==> src/rtl/asmc_pkg.sv <==
package asmc_pkg;
  typedef enum logic [2:0] {
    PH_IDLE,
    PH_BLS,
    PH_ASET,
    PH_AHLD,
    PH_DSET,
    PH_DHLD,
    PH_TURN
  } phase_e;
endpackage

==> src/rtl/asmc_phase_seq.sv <==
module asmc_phase_seq
  import asmc_pkg::*;
#(
  parameter int CW = 4
) (
  input  logic          clk,
  input  logic          rst,
  input  logic          start,
  input  logic          mux,
  input  logic          wait_act,
  input  logic [CW-1:0] t_bls,
  input  logic [CW-1:0] t_as,
  input  logic [CW-1:0] t_ah,
  input  logic [CW-1:0] t_ds,
  input  logic [CW-1:0] t_dh,
  input  logic [CW-1:0] t_ta,
  output phase_e        phase,
  output phase_e        phase_nxt,
  output logic          dset_done
);
  logic [CW-1:0] cnt, cnt_nxt;

  // first phase with a nonzero length at or after each point of the sequence
  phase_e at_turn, at_dhld, at_ahld, at_aset, at_bls;
  assign at_turn = (|t_ta) ? PH_TURN : PH_IDLE;
  assign at_dhld = (|t_dh) ? PH_DHLD : at_turn;
  assign at_ahld = (mux && (|t_ah)) ? PH_AHLD : PH_DSET;
  assign at_aset = (|t_as) ? PH_ASET : at_ahld;
  assign at_bls  = (|t_bls) ? PH_BLS : at_aset;

  always_comb begin
    phase_nxt = phase;
    cnt_nxt   = cnt;
    dset_done = 1'b0;
    case (phase)
      PH_IDLE: if (start) phase_nxt = at_bls;
      PH_DSET: begin
        if (!wait_act) begin
          if (cnt == '0) begin
            dset_done = 1'b1;
            phase_nxt = at_dhld;
          end else begin
            cnt_nxt = cnt - 1'b1;
          end
        end
      end
      default: begin
        if (cnt == '0) begin
          case (phase)
            PH_BLS:  phase_nxt = at_aset;
            PH_ASET: phase_nxt = at_ahld;
            PH_AHLD: phase_nxt = PH_DSET;
            PH_DHLD: phase_nxt = at_turn;
            default: phase_nxt = PH_IDLE;
          endcase
        end else begin
          cnt_nxt = cnt - 1'b1;
        end
      end
    endcase
    if (phase_nxt != phase) begin
      case (phase_nxt)
        PH_BLS:  cnt_nxt = t_bls - 1'b1;
        PH_ASET: cnt_nxt = t_as - 1'b1;
        PH_AHLD: cnt_nxt = t_ah - 1'b1;
        PH_DSET: cnt_nxt = (t_ds == '0) ? '0 : t_ds - 1'b1;
        PH_DHLD: cnt_nxt = t_dh - 1'b1;
        PH_TURN: cnt_nxt = t_ta - 1'b1;
        default: cnt_nxt = '0;
      endcase
    end
  end

  always_ff @(posedge clk) begin
    if (rst) begin
      phase <= PH_IDLE;
      cnt   <= '0;
    end else begin
      phase <= phase_nxt;
      cnt   <= cnt_nxt;
    end
  end
endmodule

==> src/rtl/asmc_pin_drv.sv <==
module asmc_pin_drv
  import asmc_pkg::*;
#(
  parameter int AW  = 24,
  parameter int DW  = 16,
  parameter int NCS = 4,
  localparam int NBL = DW / 8,
  localparam int CSW = (NCS > 1) ? $clog2(NCS) : 1
) (
  input  logic           clk,
  input  logic           rst,
  input  logic           start,
  input  phase_e         phase_nxt,
  input  logic           dset_done,
  input  logic           mux,
  input  logic           bus16,
  input  logic           req_write,
  input  logic [AW-1:0]  req_addr,
  input  logic [DW-1:0]  req_wdata,
  input  logic [NBL-1:0] req_be,
  input  logic [CSW-1:0] req_cs,
  input  logic [DW-1:0]  mem_dq_i,
  output logic           act_wr,
  output logic           rsp_valid,
  output logic [DW-1:0]  rsp_rdata,
  output logic [NCS-1:0] mem_cs_n,
  output logic [NBL-1:0] mem_be_n,
  output logic           mem_oe_n,
  output logic           mem_we_n,
  output logic           mem_adv_n,
  output logic [AW-1:0]  mem_addr,
  output logic [DW-1:0]  mem_dq_o,
  output logic           mem_dq_oe
);
  // request held for the whole access
  logic           h_wr;
  logic [AW-1:0]  h_addr;
  logic [DW-1:0]  h_wdata;
  logic [NBL-1:0] h_be;
  logic [CSW-1:0] h_cs;

  // fields seen by the pin decode: the incoming request on its accept cycle
  logic           f_wr;
  logic [AW-1:0]  f_addr;
  logic [DW-1:0]  f_wdata;
  logic [NBL-1:0] f_be;
  logic [CSW-1:0] f_cs;
  assign f_wr    = start ? req_write : h_wr;
  assign f_addr  = start ? req_addr  : h_addr;
  assign f_wdata = start ? req_wdata : h_wdata;
  assign f_be    = start ? req_be    : h_be;
  assign f_cs    = start ? req_cs    : h_cs;
  assign act_wr  = h_wr;

  logic           cs_win, lane_win, addr_on_dq, wr_on_dq;
  logic [NBL-1:0] be_used;
  logic [DW-1:0]  wd_used, rd_used;
  logic [NCS-1:0] cs_dec;

  assign cs_win     = phase_nxt inside {PH_ASET, PH_AHLD, PH_DSET, PH_DHLD};
  assign lane_win   = cs_win || (phase_nxt == PH_BLS);
  assign addr_on_dq = mux && (phase_nxt inside {PH_ASET, PH_AHLD});
  assign wr_on_dq   = f_wr && (phase_nxt inside {PH_DSET, PH_DHLD});
  assign be_used    = bus16 ? f_be : {{(NBL-1){1'b0}}, f_be[0]};
  assign wd_used    = bus16 ? f_wdata : {{(DW-8){1'b0}}, f_wdata[7:0]};
  assign rd_used    = bus16 ? mem_dq_i : {{(DW-8){1'b0}}, mem_dq_i[7:0]};

  always_comb begin
    for (int i = 0; i < NCS; i++) begin
      cs_dec[i] = !(cs_win && (f_cs == CSW'(i)));
    end
  end

  always_ff @(posedge clk) begin
    if (rst) begin
      h_wr      <= 1'b0;
      h_addr    <= '0;
      h_wdata   <= '0;
      h_be      <= '0;
      h_cs      <= '0;
      mem_cs_n  <= '1;
      mem_be_n  <= '1;
      mem_oe_n  <= 1'b1;
      mem_we_n  <= 1'b1;
      mem_adv_n <= 1'b1;
      mem_addr  <= '0;
      mem_dq_o  <= '0;
      mem_dq_oe <= 1'b0;
      rsp_valid <= 1'b0;
      rsp_rdata <= '0;
    end else begin
      if (start) begin
        h_wr    <= req_write;
        h_addr  <= req_addr;
        h_wdata <= req_wdata;
        h_be    <= req_be;
        h_cs    <= req_cs;
      end
      mem_cs_n  <= cs_dec;
      mem_be_n  <= lane_win ? ~be_used : '1;
      mem_adv_n <= !(phase_nxt == PH_ASET);
      mem_oe_n  <= !((phase_nxt == PH_DSET) && !f_wr);
      mem_we_n  <= !((phase_nxt == PH_DSET) && f_wr);
      if (lane_win) mem_addr <= f_addr;
      mem_dq_oe <= addr_on_dq || wr_on_dq;
      if (addr_on_dq)    mem_dq_o <= f_addr[DW-1:0];
      else if (wr_on_dq) mem_dq_o <= wd_used;
      rsp_valid <= dset_done && !h_wr;
      if (dset_done && !h_wr) rsp_rdata <= rd_used;
    end
  end
endmodule

==> src/rtl/asmc_engine.sv <==
module asmc_engine
  import asmc_pkg::*;
#(
  parameter int AW  = 24,
  parameter int DW  = 16,
  parameter int NCS = 4,
  parameter int CW  = 4,
  localparam int NBL = DW / 8,
  localparam int CSW = (NCS > 1) ? $clog2(NCS) : 1,
  localparam int TW  = 5 * CW
) (
  input  logic           clk,
  input  logic           rst,
  input  logic           req_valid,
  output logic           req_ready,
  input  logic           req_write,
  input  logic [AW-1:0]  req_addr,
  input  logic [DW-1:0]  req_wdata,
  input  logic [NBL-1:0] req_be,
  input  logic [CSW-1:0] req_cs,
  output logic           rsp_valid,
  output logic [DW-1:0]  rsp_rdata,
  input  logic           cfg_mux,
  input  logic           cfg_bus16,
  input  logic           cfg_wait_hi,
  input  logic           cfg_async_wait,
  input  logic [CW-1:0]  cfg_bls,
  input  logic [TW-1:0]  cfg_rd_tim,
  input  logic [TW-1:0]  cfg_wr_tim,
  output logic [NCS-1:0] mem_cs_n,
  output logic [NBL-1:0] mem_be_n,
  output logic           mem_oe_n,
  output logic           mem_we_n,
  output logic           mem_adv_n,
  output logic [AW-1:0]  mem_addr,
  output logic [DW-1:0]  mem_dq_o,
  output logic           mem_dq_oe,
  input  logic [DW-1:0]  mem_dq_i,
  input  logic           mem_wait
);
  phase_e        phase, phase_nxt;
  logic          start, dset_done, act_wr, sel_wr, wait_act;
  logic [TW-1:0] tim;

  assign req_ready = (phase == PH_IDLE);
  assign start     = req_valid && req_ready;
  assign sel_wr    = start ? req_write : act_wr;
  assign tim       = sel_wr ? cfg_wr_tim : cfg_rd_tim;
  assign wait_act  = cfg_async_wait && (mem_wait == cfg_wait_hi);

  asmc_phase_seq #(.CW(CW)) u_seq (
    .clk       (clk),
    .rst       (rst),
    .start     (start),
    .mux       (cfg_mux),
    .wait_act  (wait_act),
    .t_bls     (cfg_bls),
    .t_as      (tim[0*CW +: CW]),
    .t_ah      (tim[1*CW +: CW]),
    .t_ds      (tim[2*CW +: CW]),
    .t_dh      (tim[3*CW +: CW]),
    .t_ta      (tim[4*CW +: CW]),
    .phase     (phase),
    .phase_nxt (phase_nxt),
    .dset_done (dset_done)
  );

  asmc_pin_drv #(.AW(AW), .DW(DW), .NCS(NCS)) u_pins (
    .clk       (clk),
    .rst       (rst),
    .start     (start),
    .phase_nxt (phase_nxt),
    .dset_done (dset_done),
    .mux       (cfg_mux),
    .bus16     (cfg_bus16),
    .req_write (req_write),
    .req_addr  (req_addr),
    .req_wdata (req_wdata),
    .req_be    (req_be),
    .req_cs    (req_cs),
    .mem_dq_i  (mem_dq_i),
    .act_wr    (act_wr),
    .rsp_valid (rsp_valid),
    .rsp_rdata (rsp_rdata),
    .mem_cs_n  (mem_cs_n),
    .mem_be_n  (mem_be_n),
    .mem_oe_n  (mem_oe_n),
    .mem_we_n  (mem_we_n),
    .mem_adv_n (mem_adv_n),
    .mem_addr  (mem_addr),
    .mem_dq_o  (mem_dq_o),
    .mem_dq_oe (mem_dq_oe)
  );
endmodule

==> config.mk <==
export PLATFORM = sky130hd
export DESIGN_NAME = asmc_engine
export DESIGN_NICKNAME = d
export VERILOG_FILES = /design/src/rtl/asmc_pkg.sv /design/src/rtl/asmc_phase_seq.sv /design/src/rtl/asmc_pin_drv.sv /design/src/rtl/asmc_engine.sv
export SDC_FILE = /design/constraint.sdc
export NUM_CORES = 1
export LEC_CHECK = 0
export ABC_AREA = 1
export ABC_CLOCK_PERIOD_IN_PS = 8000
export BUFFER_PORTS_ARGS = -buffer_cell sky130_fd_sc_hd__clkbuf_2
export CORE_MARGIN = 10
export CORE_UTILIZATION = 29
export CTS_CLUSTER_DIAMETER = 60
export DETAILED_ROUTE_END_ITERATION = 7
export GPL_ROUTABILITY_DRIVEN = 0
export HOLD_SLACK_MARGIN = 0.03
export SYNTH_ARGS = -nofsm -noshare
export SYNTH_HDL_FRONTEND = slang
export SYNTH_HIERARCHICAL = 1
export SYNTH_SLANG_ARGS = --single-unit
==> constraint.sdc <==
create_clock -name clk -period 8 [get_ports clk]
set_clock_uncertainty 0.1 [all_clocks]
set_input_delay 0 -clock clk [delete_from_list [all_inputs] [get_ports clk]]
set_output_delay 0 -clock clk [all_outputs]
set_load 0.01 [all_outputs]
== Yosys cells after proc, flatten, opt, wreduce, memory -nomap -nowiden ==
Cells that the tools add are included.
Widths: inputs -> output; s select.

* Logic and storage cells: 113
* Input port bits: 113
* Bits in registers: 119
* Output and inout bits: 68

* Bitwise operators: 2
* Equality and inequality tests: 18
* Add/sub/neg operators: 7
* Multiplexer cells: 31
* Reduce and logical (&&, ||, !) cells: 38

{| class="wikitable"
|+ Operator list
! cell !! count
|-
| $mux 16 || 5
|-
| $sub 4x1->4 const B || 7
|-
| $mux 3 || 9
|-
| $mux 24 || 1
|-
| $pmux 4 s6 || 1
|-
| $mux 20 || 1
|-
| $reduce_or 4->1 || 5
|-
| $mux 4 || 4
|-
| $eq 3x3->1 const B || 5
|-
| $eq 3x2->1 const B || 4
|-
| $logic_and 1x1->1 || 12
|-
| $pmux 3 s4 || 1
|-
| $logic_not 1->1 || 9
|-
| $logic_not 4->1 || 2
|-
| $pmux 4 s2 || 1
|-
| $eq 3x1->1 const B || 2
|-
| $mux 2 || 3
|-
| $pmux 3 s2 || 1
|-
| $reduce_bool 2->1 || 3
|-
| $eq 2x2->1 const B || 2
|-
| $mux 1 || 4
|-
| $reduce_bool 4->1 || 1
|-
| $logic_not 3->1 || 1
|-
| $ne 3x3->1 || 1
|-
| 10 further kinds || 11
|}

== Logic depth before layout (Yosys ltp) ==
Gate-level depths: netlist of the first run.

* Depth in word-level cells: 16
* Depth in mapped cells: 29
* Mapped depth without buffers: 28

== Cells and area by module ==
The synthesis of the first run kept the hierarchy.

{| class="wikitable"
|+ Modules (own cells, without submodules)
! module !! seq. area each (sq um) !! area an instance (sq um) !! cells an instance !! times used
|-
| asmc_pin_drv || 2242.2 || 4282.9 || 564 || 1
|-
| asmc_phase_seq || 140.1 || 1204.9 || 223 || 1
|-
| asmc_engine || 0.0 || 402.9 || 82 || 1
|}

== Worst setup path before layout of the first run ==
OpenSTA, ideal clock, no wires.

* Kind: register to register
* Start point: register u_seq.phase[2]
* End point: register u_seq.cnt[3]
* Slack: 5.237 ns
* Data required time: 7.830 ns
* Buffers on the path: 1
* Arrival time: 2.594 ns
* Library setup time: 0.070 ns
* Clock period less this slack: 2.763 ns
* Stages on the path, launching flop included: 28
* Cell sequence: dfxtp_1 > inv_1 > nand3_2 > nand2_1 > buf_4 > nand3_1 > nand2_1 > inv_1 > nand2_1 > nor2_1 > nand3_1 > nand2_1 > nand2_1 > a21oi_2 > nand2_4 > nor2_4 > nand2_2 > nand2_2 > inv_2 > nand2_1 > nand2_1 > nor2_2 > nand2_1 > nand2_1 > nand3_1 > nand2_1 > nand2_1 > a21oi_1

* Elaborated cells on any way between the ends: 45
* Those cells by class: add/sub (5); eq/ne (14); mux (17); reduce/logical (9)

{| class="wikitable"
|+ RTL lines
! element !! RTL line !! text
|-
| start, declared || asmc_phase_seq.sv:17 || <nowiki>output phase_e phase,</nowiki>
|-
| start signal, assigned || asmc_phase_seq.sv:79 || <nowiki>phase <= phase_nxt;</nowiki>
|-
| $logic_not 3->1 * || asmc_engine.sv:45 || <nowiki>assign req_ready = (phase == PH_IDLE);</nowiki>
|-
| $logic_and 1x1->1 * || asmc_engine.sv:46 || <nowiki>assign start = req_valid && req_ready;</nowiki>
|-
| $mux 1 * || - ||
|-
| $mux 20 * || asmc_engine.sv:48 || <nowiki>assign tim = sel_wr ? cfg_wr_tim : cfg_rd_tim;</nowiki>
|-
| named net tim[1] || asmc_engine.sv:43 || <nowiki>logic [TW-1:0] tim;</nowiki>
|-
| $reduce_or 4->1 || asmc_phase_seq.sv:28 || <nowiki>assign at_aset = (|t_as) ? PH_ASET : at_ahld;</nowiki>
|-
| $mux 3 || asmc_phase_seq.sv:28 ||
|-
| $pmux 3 s4 / $mux 3 (equally long branches) || asmc_phase_seq.sv:49, asmc_phase_seq.sv:29 ||
|-
| $mux 3, on equally long branches || asmc_phase_seq.sv:48, asmc_phase_seq.sv:36 ||
|-
| $pmux 3 s2 || asmc_phase_seq.sv:35 || <nowiki>case (phase)</nowiki>
|-
| $eq 3x3->1, or another cell as far along || asmc_phase_seq.sv:62 || <nowiki>case (phase_nxt)</nowiki>
|-
| $pmux 4 s6, or another cell as far along || asmc_phase_seq.sv:62 ||
|-
| $mux 4 / $reduce_and 2->1 (equally long branches) || - ||
|-
| end signal, assigned || asmc_phase_seq.sv:80 || <nowiki>cnt <= cnt_nxt;</nowiki>
|-
| end, declared || asmc_phase_seq.sv:21 || <nowiki>logic [CW-1:0] cnt, cnt_nxt;</nowiki>
|}

The timed path passes the listed nets; every way through them passes the cells marked *.
A chain may end at the register's enable or synchronous reset.

== Worst setup path in the final report of the first run ==
* Start point: register u_seq.phase[1]
* End point: register u_pins.mem_addr[9]

* Word-level cells in the longest chain between the ends: 14
* Elaborated cells on any way between the ends: 33
* Those cells by class: eq/ne (10); mux (14); reduce/logical (9)

{| class="wikitable"
|+ Ends and longest elaborated chain
! element !! RTL line !! text
|-
| $logic_not 3->1 * || asmc_engine.sv:45 ||
|-
| $logic_and 1x1->1 * || asmc_engine.sv:46 ||
|-
| $mux 1 * || - ||
|-
| $mux 20 * || asmc_engine.sv:48 ||
|-
| named net tim[4] || asmc_engine.sv:43 ||
|-
| $reduce_or 4->1 * || asmc_phase_seq.sv:27 || <nowiki>assign at_ahld = (mux && (|t_ah)) ? PH_AHLD : PH_DSET;</nowiki>
|-
| $logic_and 1x1->1 * || asmc_phase_seq.sv:27 ||
|-
| $mux 3 * || asmc_phase_seq.sv:27 ||
|-
| $mux 3 || asmc_phase_seq.sv:28 ||
|-
| $pmux 3 s4 / $mux 3 (equally long branches) || asmc_phase_seq.sv:49, asmc_phase_seq.sv:29 ||
|-
| $mux 3, on equally long branches || asmc_phase_seq.sv:48, asmc_phase_seq.sv:36 ||
|-
| $pmux 3 s2 * || asmc_phase_seq.sv:35 ||
|-
| named net phase_nxt[2] || asmc_engine.sv:41 || <nowiki>phase_e phase, phase_nxt;</nowiki>
|-
| $eq 3x2->1 / $eq 3x3->1 (equally long branches) || asmc_pin_drv.sv:60 || <nowiki>assign cs_win = phase_nxt inside {PH_ASET, PH_AHLD, PH_DSET, PH_DHLD};</nowiki>
|-
| $reduce_bool 4->1 || asmc_pin_drv.sv:60 ||
|-
| $logic_or 1x1->1 * || asmc_pin_drv.sv:61 || <nowiki>assign lane_win = cs_win || (phase_nxt == PH_BLS);</nowiki>
|-
| end signal, assigned || asmc_pin_drv.sv:104 || <nowiki>if (lane_win) mem_addr <= f_addr;</nowiki>
|-
| end, declared || asmc_pin_drv.sv:31 || <nowiki>output logic [AW-1:0] mem_addr,</nowiki>
|}

Marks and branches as above.

==> results of run 1 <==
## layout by cell type (no fill, tap or decap), types with 2 or more instances in the layout
cell type	netlist	final
nand2_1	238	238
inv_1	60	58
buf_4	9	3
mux2i_1	2	2
nand3_1	98	98
a21oi_1	45	45
inv_2	13	15
clkinvlp_4	0	4
nor2_4	4	4
inv_4	2	2
xor2_1	3	3
nand3_2	2	2
nand3_4	2	2
nor2_1	127	127
nand2_2	7	7
nand2_4	5	5
nand4_1	21	21
clkbuf_16	0	17
dlygate4sd3_1	0	72
clkbuf_8	0	3
o21ai_1	24	24
clkinv_1	2	2
o21ai_0	28	28
clkinv_2	0	2
ha_1	3	3
dfxtp_1	119	119
bufinv_16	0	3
clkbuf_2	0	180
o21ai_2	2	2
nor2_2	12	12
nor3_1	3	3
## worst max-delay path, stage by stage (launching register included)
cell and delay, ps:
dfxtp_1 400, nor2_2 200, nand4_1 670, nand3_1 330
nand2_1 100, nor2_1 120, nand2_1 110, o211ai_1 100
nand3_1 80, nand2_1 60, nand3_1 340, inv_2 350
inv_2 70, nand2_4 90, nand3_4 370, inv_4 360
nand2_1 80, a21oi_1 140
## synth_stat cells, types with 2 or more instances
cell type	n
dfxtp_1	119
mux2i_1	2
inv_4	2
nand3_4	2
nand2_4	5
a21oi_1	45
inv_2	13
nand4_1	21
buf_4	9
buf_2	14
nand3_2	2
xor2_1	3
nand2_2	7
o21ai_0	28
o21ai_2	2
nor2_1	127
buf_6	8
nor2_4	4
nand2_1	238
nor3_1	3
ha_1	3
clkbuf_1	3
inv_1	60
clkbuf_4	2
nand3_1	98
nor2_2	12
o21ai_1	24
clkinv_1	2
## what timing repair did
item,CTS,global route
hold endpoints to repair,110,0
hold buffers,72,0
setup endpoints to repair,0,0
## power by group
group	internal [µW]	switching, µW
clock	512	275
combinational	512	1120
sequential	750	78.2
## layer usage
| layer | vias up | global-route usage [%] |
|---|---|---|
| met1 | 2898 | 17.45 |
| li1 | 3255 | - |
| met5 | - | 0 |
| met2 | 193 | 25.30 |
| met3 | 19 | 5.056 |
| met4 | 0 | 4.880 |
## state kept, by name, indices dropped and copies added, names as in the netlist, 2 cells and up
name              flops
u_pins/h_be           2
u_pins/h_cs           2
u_pins/mem_be_n       2
u_seq/cnt             4
u_pins/h_addr        24
u_pins/rsp_rdata     16
u_seq/phase           3
u_pins/mem_dq_o      16
u_pins/mem_addr      24
u_pins/mem_cs_n       4
u_pins/h_wdata       16
## cell type report
class	count	area, µm²	area share (%)
clock buffers	20	466.7	5.682
clock inverters	11	147.6	1.797
inverters	77	294.0	3.580
multi-input cells	635	2942	35.81
flip-flops and latches	119	2382	29.00
well taps	270	337.8	4.113
repair buffers	255	1644	20.02
## stage by stage
| step | worst slack, ps | total power (µW) | cell area (µm²) |
|---|---|---|---|
| after detailed placement | 3904 | 2451 | 6879 |
| after floorplan | 5237 | 2113 | 5891 |
| final | 3845 | 3249 | 8214 |
| after CTS | 3881 | 3276 | 8214 |
| after global placement | 4067 | 2426 | 6879 |
| after global routing | 3423 | 3532 | 8214 |
## cells by family after synthesis
logic type,Yosys count,synth area share [%]
AND/OR/NAND/NOR,522,39.08
flip-flops,119,40.44
buffers and inverters,115,9.622
AO/OA/AOI/OAI,104,9.282
XOR/XNOR,4,0.5948
adder cells (fa/ha/maj),3,0.6373
multiplexers,2,0.3399
## worst paths after layout
kind                               startpoint                               to
hold reg to reg   u_pins/h_addr[4]$_SDFF_PP0_      u_pins/h_addr[4]$_SDFF_PP0_
hold / removal                     cfg_bls[1]        u_seq/cnt[1]$_SDFFE_PP0P_
setup / recovery    u_seq/phase[1]$_SDFF_PP0_  u_pins/mem_addr[9]$_SDFFE_PP0P_
setup reg to reg    u_seq/phase[1]$_SDFF_PP0_  u_pins/mem_addr[9]$_SDFFE_PP0P_
==> flow_summary_export.csv, run 1 <==
group,metric,value,unit
status,outcome,"complete, no violations",
logic_synthesis,syn-num-nets,985,
timing,layout_min_cycle_time,4155,ps
logic_synthesis,async_flop_share,0,%
global_route,grt_max_degree,58,
detailed_routing,drc,0,
logic_synthesis,ys_ff_latch,119,
timing,fin_tns_setup,0,ps
cts,cts_tree,"done",
logic_synthesis,synth_top_cell_by_area,"dfxtp_1",
floorplan,fp.dieH,162.5,µm
power,p_per_area,395.6,nW/µm²
logic_synthesis,syn_area,5891,µm²
cells_and_area,diodes,0,
cells_and_area,area_growth,39.44,%
timing,max_freq,0.2407,GHz
place,portBuffers,180,
worst_setup_path,end_kind,"register",
floorplan,die_w,162.5,µm
detailed_routing,topRoutingLayerUsed,"met4",
cts,cts_setup_buffers,0,
detailed_routing,wl_per_cell,14.55,µm
timing,rsz0062_at_grt,"no",
detailed_routing,viasPerCell,4.589,
place,dp_hpwl,13980,µm
timing,max_slew_margin,44.59,%
timing,tightest_slew,828.7,ps
worst_setup_path,required,8230,ps
cells_and_area,finish.utilization,40.86,%
worst_setup_path,rrSetupSlack,3840,ps
flow_run,cap_violations,0,
logic_synthesis,synth_area_leaders,"dfxtp_1 (40%), nand2_1 (15%), nand3_1 (8.3%)",
global_route,first_global_vias,6359,
cts,clk_path_buf_depth,2,
logic_synthesis,ys_warn_count,6,
timing,hold_ws,51.06,ps
detailed_routing,detail-route-antenna-nets,0,
floorplan,io_pins,181,
global_route,grt_remaining_overflow,0,
floorplan,start_util,29.30,%
cts,cts.repair.resized,0,
detailed_routing,wirelength,20190,µm
place,place_inst,1284,
worst_setup_path,worstPathArrival,4390,ps
logic_synthesis,synthCells,869,
detailed_routing,dr_total_vias,6365,
hold_path,min_path_type,"in2reg",
worst_setup_path,worstSetupPathType,"reg2reg",
logic_synthesis,synthFlopType,"dfxtp_1",
timing,drv_slew,0,
detailed_routing,dr.pass1.iters,5,
timing,post-route-period-util,51.94,%
cells_and_area,final_cells,1387,
global_route,grtUsageTotal,14.99,%
logic_synthesis,avgSynthCellArea,6.779,µm²
cts,ctsHtreeMaxLevel,4,
cts,cts.sinks,119,
logic_synthesis,post_synth_num_cell_types,39,
hold_path,hold_depth,8,
detailed_routing,dr_wl_met2,9646,µm
power,leakage,0.004081,µW
cells_and_area,nFillCells,2087,
cts,root_buffer,"clkbuf_16",
cells_and_area,drive_gt1_share,23.99,%
timing,hold_viol_final,0,
logic_synthesis,seq_area_frac_synth,40.44,%
cts,clk-insertion-delay-late,420,ps
logic_synthesis,netlist.area_leader.share,40.44,%
global_route,grt_pass1_wl,31960,µm
detailed_routing,drt_iter0_drc,452,
detailed_routing,met1_length,8779,µm
cts,clk_pin_slew,60,ps
floorplan,coreArea,20100,µm²
worst_setup_path,ff2ff_path_depth,17,
detailed_routing,met3WireLength,1447,µm
timing,setup-violations-final,0,
cts,cts-buffers-inserted,17,
logic_synthesis,synth_edf_count,0,
cells_and_area,fin_nets,1221,
worst_setup_path,worst-path-max-fanout,33,
floorplan,rows,52,
floorplan,dieArea,26410,µm²
power,vdd_drop_max,0.0001594,V
global_route,antenna_found_initial,0,
worst_setup_path,start_kind,"register",
No activity file was read; power rests on OpenSTA's default activity.
==> inputs of run 2 (changes only) <==
--- a/config.mk
+++ b/config.mk
@@ -5,8 +5,8 @@
 export SDC_FILE = /design/constraint.sdc
 export NUM_CORES = 1
 export LEC_CHECK = 0
-export ABC_AREA = 1
-export ABC_CLOCK_PERIOD_IN_PS = 8000
+export ABC_AREA = 0
+export ABC_CLOCK_PERIOD_IN_PS = 4200
 export BUFFER_PORTS_ARGS = -buffer_cell sky130_fd_sc_hd__clkbuf_2
 export CORE_MARGIN = 10
 export CORE_UTILIZATION = 29
==> constraint.sdc (replaced) <==
create_clock -name clk -period 4.2 [get_ports clk]
set_clock_uncertainty 0.1 [all_clocks]
set_input_delay 0 -clock clk [delete_from_list [all_inputs] [get_ports clk]]
set_output_delay 0 -clock clk [all_outputs]
set_load 0.01 [all_outputs]
==> run 2 against run 1 <==
  * The run now ends with negative setup slack left
  * Count of clock-buffer cells in the layout decreased by 2
  * Sequential share of layout area decreased by 0.92 points
  * Fmax decreased by 2.8%
  * Hold slack improved by 38 ps
  * First-iteration DRC count decreased by 53%
  * Critical path depth decreased by 2
  * Combinational power increased by 12%
  * Final area increased by 3.4%
  * Via count decreased by 15%
==> flow_summary_export.csv, run 2 <==
group,metric,value,unit
status,outcome,"complete, but fails checks",
status,violations,"negative setup slack",
global_route,grtUsageTotal,14.83,%
floorplan,rows,50,
cells_and_area,nFillCells,1758,
worst_setup_path,ff2ff_path_depth,15,
cts,ctsHtreeMaxLevel,4,
cts,cts-buffers-inserted,17,
power,vdd_drop_max,0.0003040,V
detailed_routing,detail-route-antenna-nets,0,
detailed_routing,drt_iter0_drc,211,
place,portBuffers,180,
flow_run,cap_violations,0,
timing,layout_min_cycle_time,4275,ps
logic_synthesis,synth_xor_xnor_area_share,1.259,%
cts,clk_path_buf_depth,2,
cells_and_area,diodes,0,
cells_and_area,final_cell_mix,"clkbuf_2 (179), dfxtp_1 (117), dlygate4sd3_1 (80), nor2_1 (63), buf_4 (56)",
detailed_routing,wl_per_cell,17.19,µm
cells_and_area,area_growth,52.64,%
cts,cts_tree,"done",
timing,rsz0062_at_grt,"yes",
cts,root_buffer,"clkbuf_16",
worst_setup_path,cp.depth,15,
floorplan,dieArea,25130,µm²
timing,max_slew_margin,30.85,%
worst_setup_path,cpMaxStageDelayCell,"nor4b_4",
global_route,grt_pass1_wl,29390,µm
global_route,first_global_vias,5659,
hold_path,hp-start,"cfg_rd_tim[8]",
timing,hold_viol_final,0,
logic_synthesis,avgSynthCellArea,9.779,µm²
floorplan,fp.dieH,158.5,µm
logic_synthesis,syn-num-nets,685,
logic_synthesis,synth_edf_count,0,
detailed_routing,drc,0,
worst_setup_path,crit_start,"u_seq/phase[1]$_SDFF_PP0_",
hold_path,hold_depth,5,
logic_synthesis,synth_compound_area_share,20.49,%
cts,clk_pin_slew,50,ps
timing,max_freq,0.2339,GHz
floorplan,coreArea,18770,µm²
logic_synthesis,syn_area,5564,µm²
logic_synthesis,netlist.area_leader.share,42.82,%
global_route,grt_util_met3,5.963,%
worst_setup_path,worst-path-max-fanout,13,
cells_and_area,final_cells,1110,
timing,hold_ws,88.64,ps
detailed_routing,wirelength,19080,µm
logic_synthesis,yosysMostFrequentCell,"dfxtp_1",
worst_setup_path,end_kind,"register",
global_route,grt_max_degree,62,
logic_synthesis,synth_top_cell_by_area,"dfxtp_1",
logic_synthesis,ys_warn_count,6,
power,leakage,0.003670,µW
detailed_routing,dr.pass1.iters,5,
timing,setup-violations-final,2,
power,total_power,4682,µW
worst_setup_path,cp_top_family,"compound AO/OA/AOI/OAI gates",
logic_synthesis,synthMuxAreaShare,14.98,%
worst_setup_path,path_cells,"nor4b_4 > mux2i_4 > buf_12 > mux2_4 > o41ai_4 > buf_4 > nor4_4 > a2111oi_4 > or2_4 > mux2_4 > a32o_2 > a311o_1 > xor2_1 > a211oi_1 > a211oi_1",
cts,cts.sinks,119,
floorplan,die_w,158.5,µm
cells_and_area,largestRegisters,"u_pins/h_addr (24), u_pins/mem_addr (24)",
worst_setup_path,worstSetupPathType,"reg2reg",
timing,tightest_slew,1034,ps
floorplan,start_util,29.65,%
logic_synthesis,synth_top_family_by_area,"compound AO/OA/AOI/OAI gates",
timing,drv_slew,0,
worst_setup_path,r2r-start,"u_seq/phase[1]$_SDFF_PP0_",
cells_and_area,layout_commonest_cell,"clkbuf_2",
global_route,grtUsageMet2,24.80,%
hold_path,min_path_type,"in2reg",
cells_and_area,finalInstanceArea,8493,µm²
worst_setup_path,slowest_delay,360,ps
logic_synthesis,synth_commonest_cells,"dfxtp_1 (119), nor2_1 (64), a21oi_1 (53), mux2i_1 (45), nand2_1 (38)",
worst_setup_path,worstPathArrival,4450,ps
global_route,antenna_found_initial,0,
logic_synthesis,async_flop_share,0,%
detailed_routing,viasPerCell,4.859,
logic_synthesis,synthFlopType,"dfxtp_1",
power,p_per_area,551.3,nW/µm²
logic_synthesis,yosys.area_share.simple,14.82,%
worst_setup_path,start_kind,"register",
floorplan,io_pins,181,
timing,post-route-period-util,101.8,%
worst_setup_path,cp.buffers_inverters,2,
cells_and_area,fin_nets,979,
logic_synthesis,post_synth_num_cell_types,67,
cts,clk-insertion-delay-late,410,ps
global_route,use_met1,16.88,%
place,place_inst,993,
logic_synthesis,synth_area_leaders,"dfxtp_1 (43%), mux2i_1 (8.1%), mux2_4 (5.7%)",
timing,worst_slack,-74.83,ps
logic_synthesis,synth_adder_area_share,0.6746,%
logic_synthesis,ys_ff_latch,119,
cells_and_area,drive_gt1_share,40.41,%
logic_synthesis,seq_area_frac_synth,42.82,%
place,place_area,6978,µm²
logic_synthesis,synthCells,569,
global_route,grt_remaining_overflow,0,
place,dp_hpwl,13180,µm
detailed_routing,dr_total_vias,5394,
global_route,top_usage_layer,"met2",
worst_setup_path,required,4380,ps
## run 2: logic make-up after synthesis
family | Yosys count
xor+xnor | 8
flops | 119
mux | 72
simple gates | 168
buf+inv | 54
fa+ha+maj | 3
compound gates | 145
## run 2: power breakdown
part           switching (µW)  internal, µW  leakage [µW]
registers                 101          1330      0.000975
logic                     986           832       0.00241
clock network             540           892      0.000283
## run 2: stage by stage
step	setup WS, ps	util [%]	TNS, ps
final	-74.83	45.25	-96.61
after global routing	-294.6	45.25	-1183
after CTS	-80.19	44.79	-94.92
after detailed placement	-225.6	37.18	-526.2
after global placement	-133.9	37.18	-211.4
after floorplan	-201.9	-	-329.4
## run 2: area by class of cell
| type | count | area [µm²] | area share [%] |
|---|---|---|---|
| Multi-Input combinational cell | 398 | 3032 | 35.70 |
| Sequential cell | 119 | 2385 | 28.08 |
| Timing Repair Buffer | 317 | 2152 | 25.34 |
| Clock buffer | 18 | 439.2 | 5.171 |
| Tap cell | 234 | 292.8 | 3.447 |
| Clock inverter | 14 | 150.1 | 1.768 |
| Inverter | 10 | 42.54 | 0.5009 |
## run 2: what timing repair did
| item | in CTS | in global routing |
|---|---|---|
| resized for setup | 7 | 14 |
| setup endpoints to repair | 4 | 38 |
| cloned | 0 | 2 |
| endpoints found under the hold margin | 109 | 0 |
| pin swaps | 1 | 8 |
| buffers inserted | 1 | 2 |
| hold buffers | 80 | 0 |
## run 2: path summary, 6_finish.rpt
check / slack (ps) / end
max: -70 / u_seq/cnt[3]$_SDFFE_PP0P_
min reg2reg: 350 / u_pins/rsp_rdata[8]$_SDFFE_PP0P_
min: 90 / u_seq/cnt[0]$_SDFFE_PP0P_
max reg2reg: -70 / u_seq/cnt[3]$_SDFFE_PP0P_
## run 2: tightest hold or removal path, stage by stage
cell and delay [ps]:
clkbuf_2 70, mux2_4 160, nor2_1 50, a211oi_1 200, a211oi_1 60
## run 2: per-layer routing
layer / routed length, µm / up-vias
li1: - / 2668
met1: 8006 / 2543
met4: 399 / 0
met3: 1457 / 23
met5: 0 / -
met2: 9214 / 160
==> inputs of run 3 (changes only) <==
--- a/config.mk
+++ b/config.mk
@@ -6,7 +6,7 @@
 export NUM_CORES = 1
 export LEC_CHECK = 0
 export ABC_AREA = 0
-export ABC_CLOCK_PERIOD_IN_PS = 4200
+export ABC_CLOCK_PERIOD_IN_PS = 3800
 export BUFFER_PORTS_ARGS = -buffer_cell sky130_fd_sc_hd__clkbuf_2
 export CORE_MARGIN = 10
 export CORE_UTILIZATION = 29
@@ -14,6 +14,7 @@
 export DETAILED_ROUTE_END_ITERATION = 7
 export GPL_ROUTABILITY_DRIVEN = 0
 export HOLD_SLACK_MARGIN = 0.03
+export SETUP_SLACK_MARGIN = 0.15
 export SYNTH_ARGS = -nofsm -noshare
 export SYNTH_HDL_FRONTEND = slang
 export SYNTH_HIERARCHICAL = 1
==> constraint.sdc (replaced) <==
create_clock -name clk -period 3.8 [get_ports clk]
set_clock_uncertainty 0.1 [all_clocks]
set_input_delay 0 -clock clk [delete_from_list [all_inputs] [get_ports clk]]
set_output_delay 0 -clock clk [all_outputs]
set_load 0.01 [all_outputs]
==> run 3 against run 2 <==
  * The run still ends with negative setup slack left
  * Critical path depth down 1
  * Combinational power up 17%
  * Power up 14%
  * Sequential power up 10%
  * Sequential share of layout area down 0.43 points
  * First-iteration DRC count up 31%
==> flow_summary_export.csv, run 3 (synthesis results as in run 2) <==
group,metric,value,unit
worst_setup_path,ff2ff_path_depth,14,
worst_setup_path,start_kind,"register",
worst_setup_path,required,3950,ps
worst_setup_path,r2r-start,"u_seq/phase[0]$_SDFF_PP0_",
detailed_routing,dr.pass1.iters,5,
detailed_routing,wirelength,18780,µm
detailed_routing,viasPerCell,4.803,
floorplan,die_w,158.5,µm
global_route,grtUsageTotal,14.94,%
cts,root_buffer,"clkbuf_16",
worst_setup_path,cp_top_family,"simple AND/OR/NAND/NOR gates",
cells_and_area,multi_input_area,3057,µm²
worst_setup_path,worst-path-max-fanout,14,
global_route,grt_max_degree,66,
detailed_routing,drc,0,
cells_and_area,largestRegisters,"u_pins/h_addr (24), u_pins/mem_addr (24)",
cts,ctsHtreeMaxLevel,4,
global_route,antenna_found_initial,0,
cells_and_area,layout_commonest_cell,"clkbuf_2",
timing,max_freq,0.2329,GHz
timing,tightest_slew,893.3,ps
hold_path,hold_depth,2,
global_route,grt_pass1_wl,29550,µm
power,p_per_area,620.2,nW/µm²
timing,layout_min_cycle_time,4294,ps
cells_and_area,area_growth,55.03,%
detailed_routing,detail-route-antenna-nets,0,
place,dp_hpwl,13370,µm
timing,hold_viol_final,0,
cts,cts.sinks,119,
power,leakage,0.003739,µW
floorplan,coreArea,18770,µm²
timing,rsz0062_at_grt,"yes",
hold_path,hp-start,"rst",
worst_setup_path,cpMaxStageDelayCell,"or4_4",
cells_and_area,final_cell_mix,"clkbuf_2 (179), dfxtp_1 (117), dlygate4sd3_1 (70), nor2_1 (63), buf_4 (62)",
worst_setup_path,cp.depth,14,
cells_and_area,finish.utilization,45.96,%
timing,drv_slew,0,
hold_path,holdPathEnd,"u_pins/rsp_valid$_SDFF_PP0_",
hold_path,min_path_type,"in2reg",
worst_setup_path,end_kind,"register",
cts,clk_pin_slew,50,ps
place,portBuffers,180,
worst_setup_path,worstSetupPathType,"reg2reg",
status,violations,"negative setup slack",
cts,clk-insertion-delay-late,410,ps
status,outcome,"complete, but fails checks",
detailed_routing,drt_iter0_drc,277,
cells_and_area,drive_gt1_share,42.66,%
floorplan,start_util,29.65,%
cells_and_area,nFillCells,1772,
detailed_routing,wl_per_cell,16.85,µm
cts,cts_tree,"done",
cells_and_area,fin_nets,983,
timing,setup-violations-final,37,
global_route,first_global_vias,5618,
worst_setup_path,cp.buffers_inverters,1,
cts,clk_path_buf_depth,2,
cts,cts-buffers-inserted,17,
worst_setup_path,rrSetupSlack,-490,ps
floorplan,fp.dieH,158.5,µm
floorplan,rows,50,
global_route,grt_remaining_overflow,0,
worst_setup_path,r2r-end,"u_seq/cnt[3]$_SDFFE_PP0P_",
timing,worst_slack,-493.8,ps
detailed_routing,dr_total_vias,5351,
worst_setup_path,slowest_delay,590,ps
timing,post-route-period-util,113.0,%
worst_setup_path,path_cells,"nor4b_4 > mux2i_4 > buf_12 > mux2_4 > or4_4 > nor4_4 > a2111oi_4 > or2_4 > mux2_4 > a32o_2 > a311o_1 > xor2_1 > a211oi_1 > a211oi_1",
worst_setup_path,worstPathArrival,4440,ps
flow_run,cap_violations,0,
power,vdd_drop_max,0.0003482,V
timing,max_slew_margin,40.44,%
floorplan,io_pins,181,
timing,hold_ws,71.41,ps
cells_and_area,seqCellArea,2385,µm²
floorplan,dieArea,25130,µm²
## run 3: cell count changes in the layout (fill, tap and decap cells not counted), sizes merged, moves of 2 or more
cell / delta
clkbuf: +3
dlygate4sd3: -10
clkinv: -3
and2: -2
buf: +16
## run 3: power by group
group          switching, µW  total, µW  internal, µW
registers                107       1580          1470
clock network            578       1650          1070
logic                   1110       2130          1020
## run 3: area by class of cell
class	count	share of cell area, %
multi-input cells	396	35.44
diodes	1	0.02901
repair buffers	323	25.98
inverters	10	0.4932
well taps	234	3.394
clock buffers	21	5.338
clock inverters	10	1.683
flip-flops and latches	119	27.65
## run 3: repair_timing
item | 4_1_cts | 5_1_grt
setup endpoints to repair | 49 | 51
gates resized for setup | 12 | 14
pin swaps | 4 | 3
cloned | 0 | 0
hold buffers | 70 | 0
buffers inserted | 5 | 4
hold endpoints to repair | 106 | 0
## run 3: stage by stage
stage | cell area [µm²] | setup WS (ps) | std cells | setup TNS, ps | power, µW
after floorplan | 5683 | -601.9 | 569 | -12610 | 2957
final | 8626 | -493.8 | 1114 | -6786 | 5350
after detailed placement | 7152 | -597.5 | 1003 | -11920 | 3583
after CTS | 8533 | -466.9 | 1109 | -6235 | 5352
after global placement | 7152 | -567.6 | 1003 | -11430 | 3564
after global routing | 8623 | -634.6 | 1113 | -13880 | 5656
## run 3: worst register-to-register path: cells and delay by family (launching register included)
| kind | cells | cell delay [ps] |
|---|---|---|
| xor gates and xnor gates | 1 | 170 |
| and+or+nand+nor | 4 | 1490 |
| buffers and inverters | 1 | 180 |
| DFF | 1 | 330 |
| AOI/OAI and AO/OA | 5 | 940 |
| muxes | 3 | 930 |
## run 3: worst max path at each step
stage                              start                   endpoint  slack (ps)
5_1_grt        u_seq/phase[0]$_SDFF_PP0_  u_seq/cnt[3]$_SDFFE_PP0P_        -630
3_5_place_dp   u_seq/phase[2]$_SDFF_PP0_  u_seq/cnt[3]$_SDFFE_PP0P_        -600
4_1_cts        u_seq/phase[2]$_SDFF_PP0_  u_seq/cnt[3]$_SDFFE_PP0P_        -470
6_report       u_seq/phase[0]$_SDFF_PP0_  u_seq/cnt[3]$_SDFFE_PP0P_        -490
3_3_place_gp   u_seq/phase[2]$_SDFF_PP0_  u_seq/cnt[3]$_SDFFE_PP0P_        -570
2_1_floorplan  u_seq/phase[2]$_SDFF_PP0_  u_seq/cnt[3]$_SDFFE_PP0P_        -600
## run 3: routing by layer
| layer | vias up | wire length (µm) | share of wire [%] | global-route usage, % |
|---|---|---|---|---|
| li1 | 2688 | - | - | - |
| met4 | 0 | 242 | 1.3 | 4.896 |
| met1 | 2537 | 8019 | 43 | 17.39 |
| met5 | - | 0 | 0 | 0 |
| met3 | 13 | 853 | 4.5 | 4.021 |
| met2 | 113 | 9660 | 51 | 25.97 |
